## src/rtl/regbank_pkg.sv

```systemverilog
package regbank_pkg;

    localparam int NUM_IRQ = 4;
    localparam int SEL_W   = 3;

    // Interrupt/status bit positions
    localparam int IRQ_READY  = 0;
    localparam int IRQ_EOC    = 1;
    localparam int IRQ_XEND   = 2;
    localparam int IRQ_BEMPTY = 3;

    typedef enum logic [SEL_W-1:0] {
        SEL_CTRL     = 3'd0,
        SEL_CH_SET   = 3'd1,
        SEL_CH_CLR   = 3'd2,
        SEL_CH_STAT  = 3'd3,
        SEL_IRQ_SET  = 3'd4,
        SEL_IRQ_CLR  = 3'd5,
        SEL_IRQ_MASK = 3'd6,
        SEL_IRQ_STAT = 3'd7
    } reg_sel_e;

endpackage

```

## src/rtl/set_clr_bank.sv

```systemverilog
module set_clr_bank #(
    parameter int WIDTH = 2
) (
    input  logic             clk_i,
    input  logic             rst_ni,
    input  logic             sw_rst_i,
    input  logic             set_i,
    input  logic             clr_i,
    input  logic [WIDTH-1:0] bits_i,
    output logic [WIDTH-1:0] q_o
);

    typedef struct packed {
        logic [WIDTH-1:0] en;
    } bank_t;

    bank_t st_d, st_q;

    always_comb begin
        st_d = st_q;
        if (sw_rst_i) begin
            st_d.en = '0;
        end else if (set_i) begin
            st_d.en = st_q.en | bits_i;
        end else if (clr_i) begin
            st_d.en = st_q.en & ~bits_i;
        end
    end

    always_ff @(posedge clk_i or negedge rst_ni) begin
        if (!rst_ni) begin
            st_q <= '0;
        end else begin
            st_q <= st_d;
        end
    end

    assign q_o = st_q.en;

    // selected bits become 1, and bits already on stay on
    a_r1_set_bits_on: assert property (@(posedge clk_i) disable iff (!rst_ni)
        (set_i && !sw_rst_i) |=> ((q_o & $past(bits_i)) == $past(bits_i)));
    a_r1_set_keeps_on: assert property (@(posedge clk_i) disable iff (!rst_ni)
        (set_i && !sw_rst_i) |=> ((q_o & $past(q_o)) == $past(q_o)));
    // selected bits become 0, and bits already off stay off
    a_r2_clr_bits_off: assert property (@(posedge clk_i) disable iff (!rst_ni)
        (clr_i && !set_i && !sw_rst_i) |=> ((q_o & $past(bits_i)) == '0));
    a_r2_clr_keeps_off: assert property (@(posedge clk_i) disable iff (!rst_ni)
        (clr_i && !set_i && !sw_rst_i) |=> ((q_o & ~$past(q_o)) == '0));
    // soft reset empties the bank
    a_r8_soft_reset: assert property (@(posedge clk_i) disable iff (!rst_ni)
        sw_rst_i |=> (q_o == '0));

endmodule

```

## src/rtl/event_latch.sv

```systemverilog
module event_latch (
    input  logic clk_i,
    input  logic rst_ni,
    input  logic sw_rst_i,
    input  logic event_i,
    input  logic ack_i,
    output logic flag_o
);

    typedef struct packed {
        logic flag;
    } latch_t;

    latch_t st_d, st_q;

    // Soft reset outranks a new event; a new event outranks the read-clear.
    always_comb begin
        st_d = st_q;
        if (sw_rst_i) begin
            st_d.flag = 1'b0;
        end else if (event_i) begin
            st_d.flag = 1'b1;
        end else if (ack_i) begin
            st_d.flag = 1'b0;
        end
    end

    always_ff @(posedge clk_i or negedge rst_ni) begin
        if (!rst_ni) begin
            st_q <= '0;
        end else begin
            st_q <= st_d;
        end
    end

    assign flag_o = st_q.flag;

    // an event is captured
    a_r6_event_sets: assert property (@(posedge clk_i) disable iff (!rst_ni)
        (event_i && !sw_rst_i) |=> flag_o);
    // a status read clears the flag when no event arrives with it
    a_r6_read_clears: assert property (@(posedge clk_i) disable iff (!rst_ni)
        (ack_i && !event_i) |=> !flag_o);
    // a read in the same cycle as an event does not lose it
    a_r7_collision_kept: assert property (@(posedge clk_i) disable iff (!rst_ni)
        (ack_i && event_i && !sw_rst_i) |=> flag_o);
    // with neither event nor read the flag holds
    a_r6_flag_holds: assert property (@(posedge clk_i) disable iff (!rst_ni)
        (!ack_i && !event_i && !sw_rst_i) |=> (flag_o == $past(flag_o)));
    // soft reset clears the flag
    a_r8_flag_reset: assert property (@(posedge clk_i) disable iff (!rst_ni)
        sw_rst_i |=> !flag_o);

endmodule

```

## src/rtl/chan_irq_regbank.sv

```systemverilog
module chan_irq_regbank #(
    parameter int ADDR_W = 4,
    parameter int DATA_W = 32,
    parameter int NUM_CH = 2
) (
    input  logic              clk_i,
    input  logic              rst_ni,
    input  logic              wr_en_i,
    input  logic              rd_en_i,
    input  logic [ADDR_W-1:0] addr_i,
    input  logic [DATA_W-1:0] wdata_i,
    output logic [DATA_W-1:0] rdata_o,
    input  logic              tx_ready_i,
    input  logic              conv_done_i,
    input  logic              xfer_end_i,
    input  logic              buf_empty_i,
    output logic [NUM_CH-1:0] ch_en_o,
    output logic              irq_o
);

    import regbank_pkg::*;

    localparam int IRQ_N = regbank_pkg::NUM_IRQ;
    localparam int SW    = regbank_pkg::SEL_W;

    // ---------------- address decode ----------------
    logic     hit;
    reg_sel_e sel;

    generate
        if (ADDR_W > SW) begin : g_hi_decode
            assign hit = (addr_i[ADDR_W-1:SW] == '0);
        end else begin : g_no_hi
            assign hit = 1'b1;
        end
    endgenerate

    assign sel = reg_sel_e'(addr_i[SW-1:0]);

    logic wr_hit, rd_hit;
    logic sw_rst, ch_set, ch_clr, irq_set, irq_clr, stat_rd;

    assign wr_hit  = wr_en_i && hit;
    assign rd_hit  = rd_en_i && hit;
    assign sw_rst  = wr_hit && (sel == SEL_CTRL) && wdata_i[0];
    assign ch_set  = wr_hit && (sel == SEL_CH_SET);
    assign ch_clr  = wr_hit && (sel == SEL_CH_CLR);
    assign irq_set = wr_hit && (sel == SEL_IRQ_SET);
    assign irq_clr = wr_hit && (sel == SEL_IRQ_CLR);
    assign stat_rd = rd_hit && (sel == SEL_IRQ_STAT);

    logic unused_wdata;
    assign unused_wdata = ^wdata_i[DATA_W-1:IRQ_N];

    // ---------------- state banks ----------------
    logic [NUM_CH-1:0] ch_en;
    logic [IRQ_N-1:0]  irq_mask;
    logic              eoc_flag;

    set_clr_bank #(.WIDTH(NUM_CH)) i_ch_bank (
        .clk_i    (clk_i),
        .rst_ni   (rst_ni),
        .sw_rst_i (sw_rst),
        .set_i    (ch_set),
        .clr_i    (ch_clr),
        .bits_i   (wdata_i[NUM_CH-1:0]),
        .q_o      (ch_en)
    );

    set_clr_bank #(.WIDTH(IRQ_N)) i_mask_bank (
        .clk_i    (clk_i),
        .rst_ni   (rst_ni),
        .sw_rst_i (sw_rst),
        .set_i    (irq_set),
        .clr_i    (irq_clr),
        .bits_i   (wdata_i[IRQ_N-1:0]),
        .q_o      (irq_mask)
    );

    event_latch i_eoc_latch (
        .clk_i    (clk_i),
        .rst_ni   (rst_ni),
        .sw_rst_i (sw_rst),
        .event_i  (conv_done_i),
        .ack_i    (stat_rd),
        .flag_o   (eoc_flag)
    );

    // ---------------- status and interrupt ----------------
    logic [IRQ_N-1:0] irq_stat;

    always_comb begin
        irq_stat             = '0;
        irq_stat[IRQ_READY]  = tx_ready_i;
        irq_stat[IRQ_EOC]    = eoc_flag;
        irq_stat[IRQ_XEND]   = xfer_end_i;
        irq_stat[IRQ_BEMPTY] = buf_empty_i;
    end

    assign irq_o   = |(irq_stat & irq_mask);
    assign ch_en_o = ch_en;

    // ---------------- read port ----------------
    typedef struct packed {
        logic [DATA_W-1:0] rdata;
    } rd_t;

    rd_t rd_d, rd_q;

    always_comb begin
        rd_d = rd_q;
        if (rd_en_i) begin
            rd_d.rdata = '0;
            if (hit) begin
                case (sel)
                    SEL_CH_STAT:  rd_d.rdata[NUM_CH-1:0] = ch_en;
                    SEL_IRQ_MASK: rd_d.rdata[IRQ_N-1:0]  = irq_mask;
                    SEL_IRQ_STAT: rd_d.rdata[IRQ_N-1:0]  = irq_stat;
                    default:      rd_d.rdata             = '0;
                endcase
            end
        end
    end

    always_ff @(posedge clk_i or negedge rst_ni) begin
        if (!rst_ni) begin
            rd_q <= '0;
        end else begin
            rd_q <= rd_d;
        end
    end

    assign rdata_o = rd_q.rdata;

    // write-only and unmapped addresses read as zero
    a_r10_wo_reads_zero: assert property (@(posedge clk_i) disable iff (!rst_ni)
        (rd_en_i && (!hit || sel inside {SEL_CTRL, SEL_CH_SET, SEL_CH_CLR,
                                         SEL_IRQ_SET, SEL_IRQ_CLR}))
        |=> (rdata_o == '0));
    // read data holds without a read strobe
    a_r11_rdata_holds: assert property (@(posedge clk_i) disable iff (!rst_ni)
        !rd_en_i |=> $stable(rdata_o));
    // writes that decode to no writable register leave the enables alone
    a_r10_ro_write_ignored: assert property (@(posedge clk_i) disable iff (!rst_ni)
        (!ch_set && !ch_clr && !sw_rst) |=> $stable(ch_en_o));

endmodule

```

## config.mk

```make
export PLATFORM = sky130hd
export DESIGN_NAME = chan_irq_regbank
export DESIGN_NICKNAME = d
export VERILOG_FILES = /design/src/rtl/regbank_pkg.sv /design/src/rtl/set_clr_bank.sv /design/src/rtl/event_latch.sv /design/src/rtl/chan_irq_regbank.sv
export SDC_FILE = /design/constraint.sdc
export NUM_CORES = 1
export LEC_CHECK = 0
export BUFFER_PORTS_ARGS = -buffer_cell sky130_fd_sc_hd__buf_2
export CAP_MARGIN = 15
export CORE_ASPECT_RATIO = 0.75
export CORE_MARGIN = 5
export CORE_UTILIZATION = 39
export DETAILED_ROUTE_END_ITERATION = 10
export HOLD_SLACK_MARGIN = 0.1
export PLACE_DENSITY = 0.84
export SLEW_MARGIN = 30
export SYNTH_ARGS = -nofsm -noshare
export SYNTH_HDL_FRONTEND = slang
export SYNTH_HIERARCHICAL = 1
export SYNTH_SLANG_ARGS = --single-unit
```

## constraint.sdc

```tcl
create_clock -name clk_i -period 1.5 [get_ports clk_i]
set_input_delay 0.075 -clock clk_i [delete_from_list [all_inputs] [get_ports clk_i]]
set_output_delay 0.075 -clock clk_i [all_outputs]
set_load 0.05 [all_outputs]
```

==> results of run 1 <==
[layer usage]
metal / global-route usage [%] / wire, um
met1: 12.1 / 703
met2: 19.4 / 945
met3: 5.58 / 186
met4: 2.03 / 0
met5: 0 / 0
[how the worst max path moves through the flow]
stage / start / end / cells past startpoint
global route: rd_en_i / i_eoc_latch/flag_o$_DFFE_PN0P_ / 6
finish: rd_en_i / i_eoc_latch/flag_o$_DFFE_PN0P_ / 6
detailed placement: addr_i[3] / i_mask_bank/q_o[1]$_DFFE_PN0P_ / 6
floorplan: i_ch_bank/q_o[0]$_DFFE_PN0P_ / rdata_o[0]$_DFFE_PN0P_ / 3
CTS: i_mask_bank/q_o[0]$_DFFE_PN0P_ / irq_o / 3
global placement: addr_i[3] / i_mask_bank/q_o[0]$_DFFE_PN0P_ / 6
[cell usage after synthesis]
library cell,instances,area [sq um]
buf_4,28,210
dfrtp_1,11,275
nand2_1,11,41.3
a21oi_1,7,35.0
a21bo_1,5,50.1
inv_1,3,11.3
a21oi_2,2,17.5
a22oi_1,2,15.0
a31oi_1,2,12.5
and3_2,2,15.0
mux2_4,2,30.0
mux2i_1,2,20.0
nand3b_1,2,15.0
nor2_1,2,7.51
a21bo_2,1,10.0
and3_1,1,6.26
and3b_1,1,8.76
and3b_2,1,10.0
and4b_1,1,10.0
buf_6,1,11.3
clkbuf_8,1,13.8
conb_1,1,3.75
nand2b_1,1,6.26
nor3b_1,1,7.51
o22ai_1,1,6.26
o2bb2ai_1,1,8.76
[final cells by class]
class	instances	area, sq um	share of cell area [%]
Sequential cell	11	275	28.6
Tap cell	24	30.0	3.12
Clock buffer	4	26.3	2.73
Timing Repair Buffer	29	180	18.8
Multi-Input combinational cell	76	438	45.6
Inverter	3	11.3	1.17
[placed cells by master, fill, tap and decap left out, types with 2 or more instances in the layout]
cell type      Yosys  layout
conb_1             1      28
nand2_1           11      11
inv_1              3       3
and3_2             2       2
mux2_4             2       2
a21oi_2            2       2
nor2_1             2       2
buf_2              0      22
dfrtp_1           11      11
a22oi_1            2       2
dlygate4sd3_1      0       7
a31oi_1            2       2
a21bo_1            5       5
mux2i_1            2       2
a21oi_1            7       7
nand3b_1           2       2
clkbuf_4           0       3
[cell families after synthesis]
group	Yosys count	synth area share, %
buf+inv	33	28.7
mux	4	5.83
flops	11	32.1
simple gates	23	14.9
other cells	1	0.437
compound gates	21	18.1
[worst max-delay path, cell delays in order]
cell	delay (ns)
dlygate4sd3_1	0.53
buf_2	0.15
and3b_1	0.22
and3_2	0.21
nand2b_1	0.15
a21oi_2	0.12
[flip-flops by register name, indices dropped and copies added (netlist names)]
| signal | cells |
|---|---|
| rdata_o | 4 |
| i_eoc_latch/flag_o | 1 |
| i_ch_bank/q_o | 2 |
| i_mask_bank/q_o | 4 |
[metrics by stage]
step	instances	util, %	setup WS, ns
2_1_floorplan	120	-	0.369
3_3_place_gp	136	42.2	0.411
3_5_place_dp	136	42.2	0.341
4_1_cts	147	46.9	0.242
5_1_grt	147	46.9	0.185
6_report	147	46.9	0.245
[power breakdown]
group | internal (mW) | leakage [nW] | switching (mW)
clock network | 0.103 | 0.0150 | 0.106
logic | 0.125 | 0.377 | 0.324
registers | 0.338 | 0.140 | 0.0352
[repair_timing]
action                    CTS  global route
gates resized for setup     0             0
hold endpoints to repair   21             0
hold buffers                7             0
==> impl_metrics.json, run 1 <==
{
  "grt.total_usage_pct": 11.0,
  "cap_violations": 0,
  "clock_latency_ns": 0.27,
  "worst-setup-path-type": "input port to flop",
  "syn_inst": 93,
  "ys_ff_latch": 11,
  "syn2layout_area_growth_pct": 12.0,
  "antenna_cells": 0,
  "nets": 168,
  "hold_slack_ns": 0.109,
  "min_from": "buf_empty_i",
  "reg2reg_slack_ns": 0.57,
  "finalWirelength_um": 1840,
  "start_util_pct": 41.9,
  "dieWidth_um": 64.2,
  "crit_arrival_ns": 1.46,
  "fmaxAchievable_ghz": 0.797,
  "nFillCells": 209,
  "grt-ovfl-total": 0,
  "place_area_sq_um": 865,
  "synth-seq-area-share_pct": 32.1,
  "path_clk_slew_ns": 0.07,
  "root_buffer": "clkbuf_4",
  "cts_tree": "done",
  "drtIter0Drc": 10,
  "grt_pass1_wl_um": 2790,
  "p_total_mw": 1.03,
  "cts_setup_buffers": 0,
  "setup_tns_ns": 0,
  "worstHoldPathType": "input port to flop",
  "synth.distinct_cells": 26,
  "dpl.hpwl_um": 1460,
  "drt_pass1_iterations": 4,
  "ant_nets": 0,
  "crit_path_end_kind": "flop",
  "htree_levels": 1,
  "wl_per_cell_um": 12.5,
  "numCtsBuffers": 3,
  "min_period_ns": 1.25,
  "rsz0062_at_grt": "no",
  "ys_warn_count": 6,
  "timing.rr.start": "i_ch_bank/q_o[1]$_DFFE_PN0P_",
  "peakVddDrop_mv": 0.644,
  "antenna_found_initial": 0,
  "core_area_sq_mm": 0.00205,
  "synth_area_per_cell_sq_um": 9.23,
  "r2r-end": "rdata_o[1]$_DFFE_PN0P_",
  "powerDensity_mw_per_mm2": 1070,
  "power_leakage_nw": 0.532,
  "fin_skew_ns": 0.00345,
  "ioPinCount": 79,
  "design_area_sq_um": 961,
  "status": "finished clean",
  "vias": 671,
  "fin_crit_sh_pct": 83.7,
  "drc": 0,
  "maxSlewViolCount": 0,
  "cp.required_ns": 1.71,
  "min_to": "rdata_o[3]$_DFFE_PN0P_",
  "grt_pass1_vias": 618,
  "final_layout_size_suffix_gt1_share_pct": 26.8,
  "avgViaCountPerCell": 4.56,
  "cts.sinks": 11,
  "reg2regPathDepth": 3,
  "gp_congestion": 0.807,
  "die_area_sq_mm": 0.00325,
  "grt_max_degree": 12,
  "synth_area_sq_um": 858,
  "report.final.hold_viol_count": 0,
  "portBuffers": 22,
  "critPathLaunchType": "input port",
  "placementRows": 14,
  "die_h_um": 50.6,
  "cts_buffer_depth": 2,
  "min_path_cells": 3,
  "worstPathMaxFanout": 5,
  "setup_viol": 0
}
No activity file was read; power rests on OpenSTA's default activity.
==> run 2: changes to the inputs <==
- CORE_UTILIZATION: 39 -> 36
- PLACE_DENSITY: 0.84 -> 0.78
- clock period: 1.5 -> 1.3 ns (I/O delays scaled with it)
==> run 2 against run 1 <==
Register-to-register slack worse by 0.22 ns. Sequential share of layout area down 0.69 points. Via count rose by 3.4%. Clock skew rose by 0.00082 ns. Flip-flop and latch count is the same. Clock power is 9.6% higher. Cell count grew 7.5%. Count of clock-buffer cells in the layout stayed put. Sequential power is 15% higher. Critical path depth is the same. Largest power group unchanged.
==> impl_metrics.json, run 2 (synthesis results as in run 1) <==
{
  "finalWirelength_um": 1790,
  "die_area_sq_mm": 0.00347,
  "wl_per_cell_um": 11.3,
  "nets": 169,
  "dpl.hpwl_um": 1480,
  "clock_latency_ns": 0.26,
  "root_buffer": "clkbuf_4",
  "drc": 0,
  "worstPathMaxFanout": 5,
  "final_cell_mix": "28 x conb_1, 22 x buf_2, 11 x nand2_1, 11 x dfrtp_1, 8 x dlygate4sd3_1",
  "hold_slack_ns": 0.142,
  "peakVddDrop_mv": 0.499,
  "cts_buffer_depth": 2,
  "ioPinCount": 79,
  "syn2layout_area_growth_pct": 14.7,
  "crit_path_end_kind": "flop",
  "ant_nets": 0,
  "worstHoldPathType": "input port to flop",
  "final_layout_size_suffix_gt1_share_pct": 27.4,
  "setup_viol": 0,
  "path_clk_slew_ns": 0.06,
  "grt-ovfl-total": 0,
  "powerDensity_mw_per_mm2": 1200,
  "grt_pass1_wl_um": 2500,
  "antenna_found_initial": 0,
  "cp.required_ns": 1.49,
  "drt_pass1_iterations": 4,
  "cap_violations": 0,
  "cts.sinks": 11,
  "final-seq-area_sq_um": 275,
  "final_common_cell": "conb_1",
  "grt.total_usage_pct": 9.53,
  "avgViaCountPerCell": 4.39,
  "start_util_pct": 37.5,
  "dieWidth_um": 66.4,
  "fin_crit_sh_pct": 96.6,
  "drtIter0Drc": 24,
  "maxSlewViolCount": 0,
  "timing.rr.start": "i_ch_bank/q_o[0]$_DFFE_PN0P_",
  "core_area_sq_mm": 0.00229,
  "min_from": "buf_empty_i",
  "critPathLaunchType": "input port",
  "worst-setup-path-type": "input port to flop",
  "min_period_ns": 1.26,
  "startpoint": "rd_en_i",
  "power_leakage_nw": 0.536,
  "rsz0062_at_grt": "no",
  "nFillCells": 235,
  "gp_congestion": 0.865,
  "grt_max_degree": 12,
  "antenna_cells": 0,
  "cts_tree": "done",
  "report.final.hold_viol_count": 0,
  "grt_pass1_vias": 639,
  "fmaxAchievable_ghz": 0.796,
  "placementRows": 15,
  "status": "finished clean",
  "multi_input_area_sq_um": 439,
  "crit_arrival_ns": 1.45,
  "vias": 694,
  "portBuffers": 22,
  "htree_levels": 1,
  "setup_tns_ns": 0,
  "fin_skew_ns": 0.00427,
  "die_h_um": 52.3,
  "numCtsBuffers": 3
}
==> run 2: changes by cell type in the layout (fill, tap and decap cells not counted), sizes merged <==
cell / previous run / this run
dlygate4sd3: 7 / 8
==> run 2: per-layer routing <==
metal,global-route usage [%],vias to the layer above,wire length [um]
met1,10.6,319,729
met5,0,-,0
met3,4.94,4,203
li1,-,325,-
met4,2.70,0,5
met2,16.0,46,853
==> run 2: where the power goes <==
group / internal (mW) / leakage, nW / switching (mW) / total, mW
Clock: 0.119 / 0.0150 / 0.111 / 0.229
Sequential: 0.390 / 0.140 / 0.0405 / 0.430
Combinational: 0.146 / 0.381 / 0.377 / 0.523
==> run 2: path summary, 6_finish.rpt <==
path                                             endpoint  slack, ns  cells past startpoint
max                        i_eoc_latch/flag_o$_DFFE_PN0P_       0.04                      6
min                                rdata_o[3]$_DFFE_PN0P_       0.14                      3
max reg2reg                        rdata_o[0]$_DFFE_PN0P_       0.35                      3
min reg2reg                        rdata_o[3]$_DFFE_PN0P_       0.51                      1
max in group asynchronous          rdata_o[2]$_DFFE_PN0P_       0.90                      2
min in group asynchronous  i_mask_bank/q_o[2]$_DFFE_PN0P_       0.19                      2
==> run 2: layout make-up <==
class / count / area share, %
inverters: 3 / 1.14
multi-input cells: 76 / 44.6
repair buffers: 30 / 19.3
well taps: 34 / 4.32
flip-flops and latches: 11 / 28.0
clock buffers: 4 / 2.67
==> run 2: through the flow <==
step / power, mW / worst slack [ns] / instances / util [%] / cell area (sq um)
6_report: 1.18 / 0.0438 / 158 / 43.0 / 985
5_1_grt: 1.23 / 0.0105 / 158 / 43.0 / 985
4_1_cts: 1.19 / 0.0508 / 158 / 43.0 / 983
3_5_place_dp: 0.937 / 0.168 / 146 / 38.3 / 877
3_3_place_gp: 0.926 / 0.215 / 146 / 38.3 / 877
2_1_floorplan: 0.912 / 0.169 / 120 / - / 960
==> run 2: what timing repair did <==
| action | in CTS | in global routing |
|---|---|---|
| resized for setup | 0 | 1 |
| endpoints found under the setup margin | 0 | 1 |
| hold endpoints to repair | 21 | 0 |
| setup buffers | 0 | 0 |
| hold buffers | 8 | 0 |
==> run 2: critical path, cell delays in order <==
cell	delay, ns
dlygate4sd3_1	0.54
buf_2	0.15
and3b_2	0.23
and3_2	0.20
nand2b_1	0.14
a21oi_2	0.13
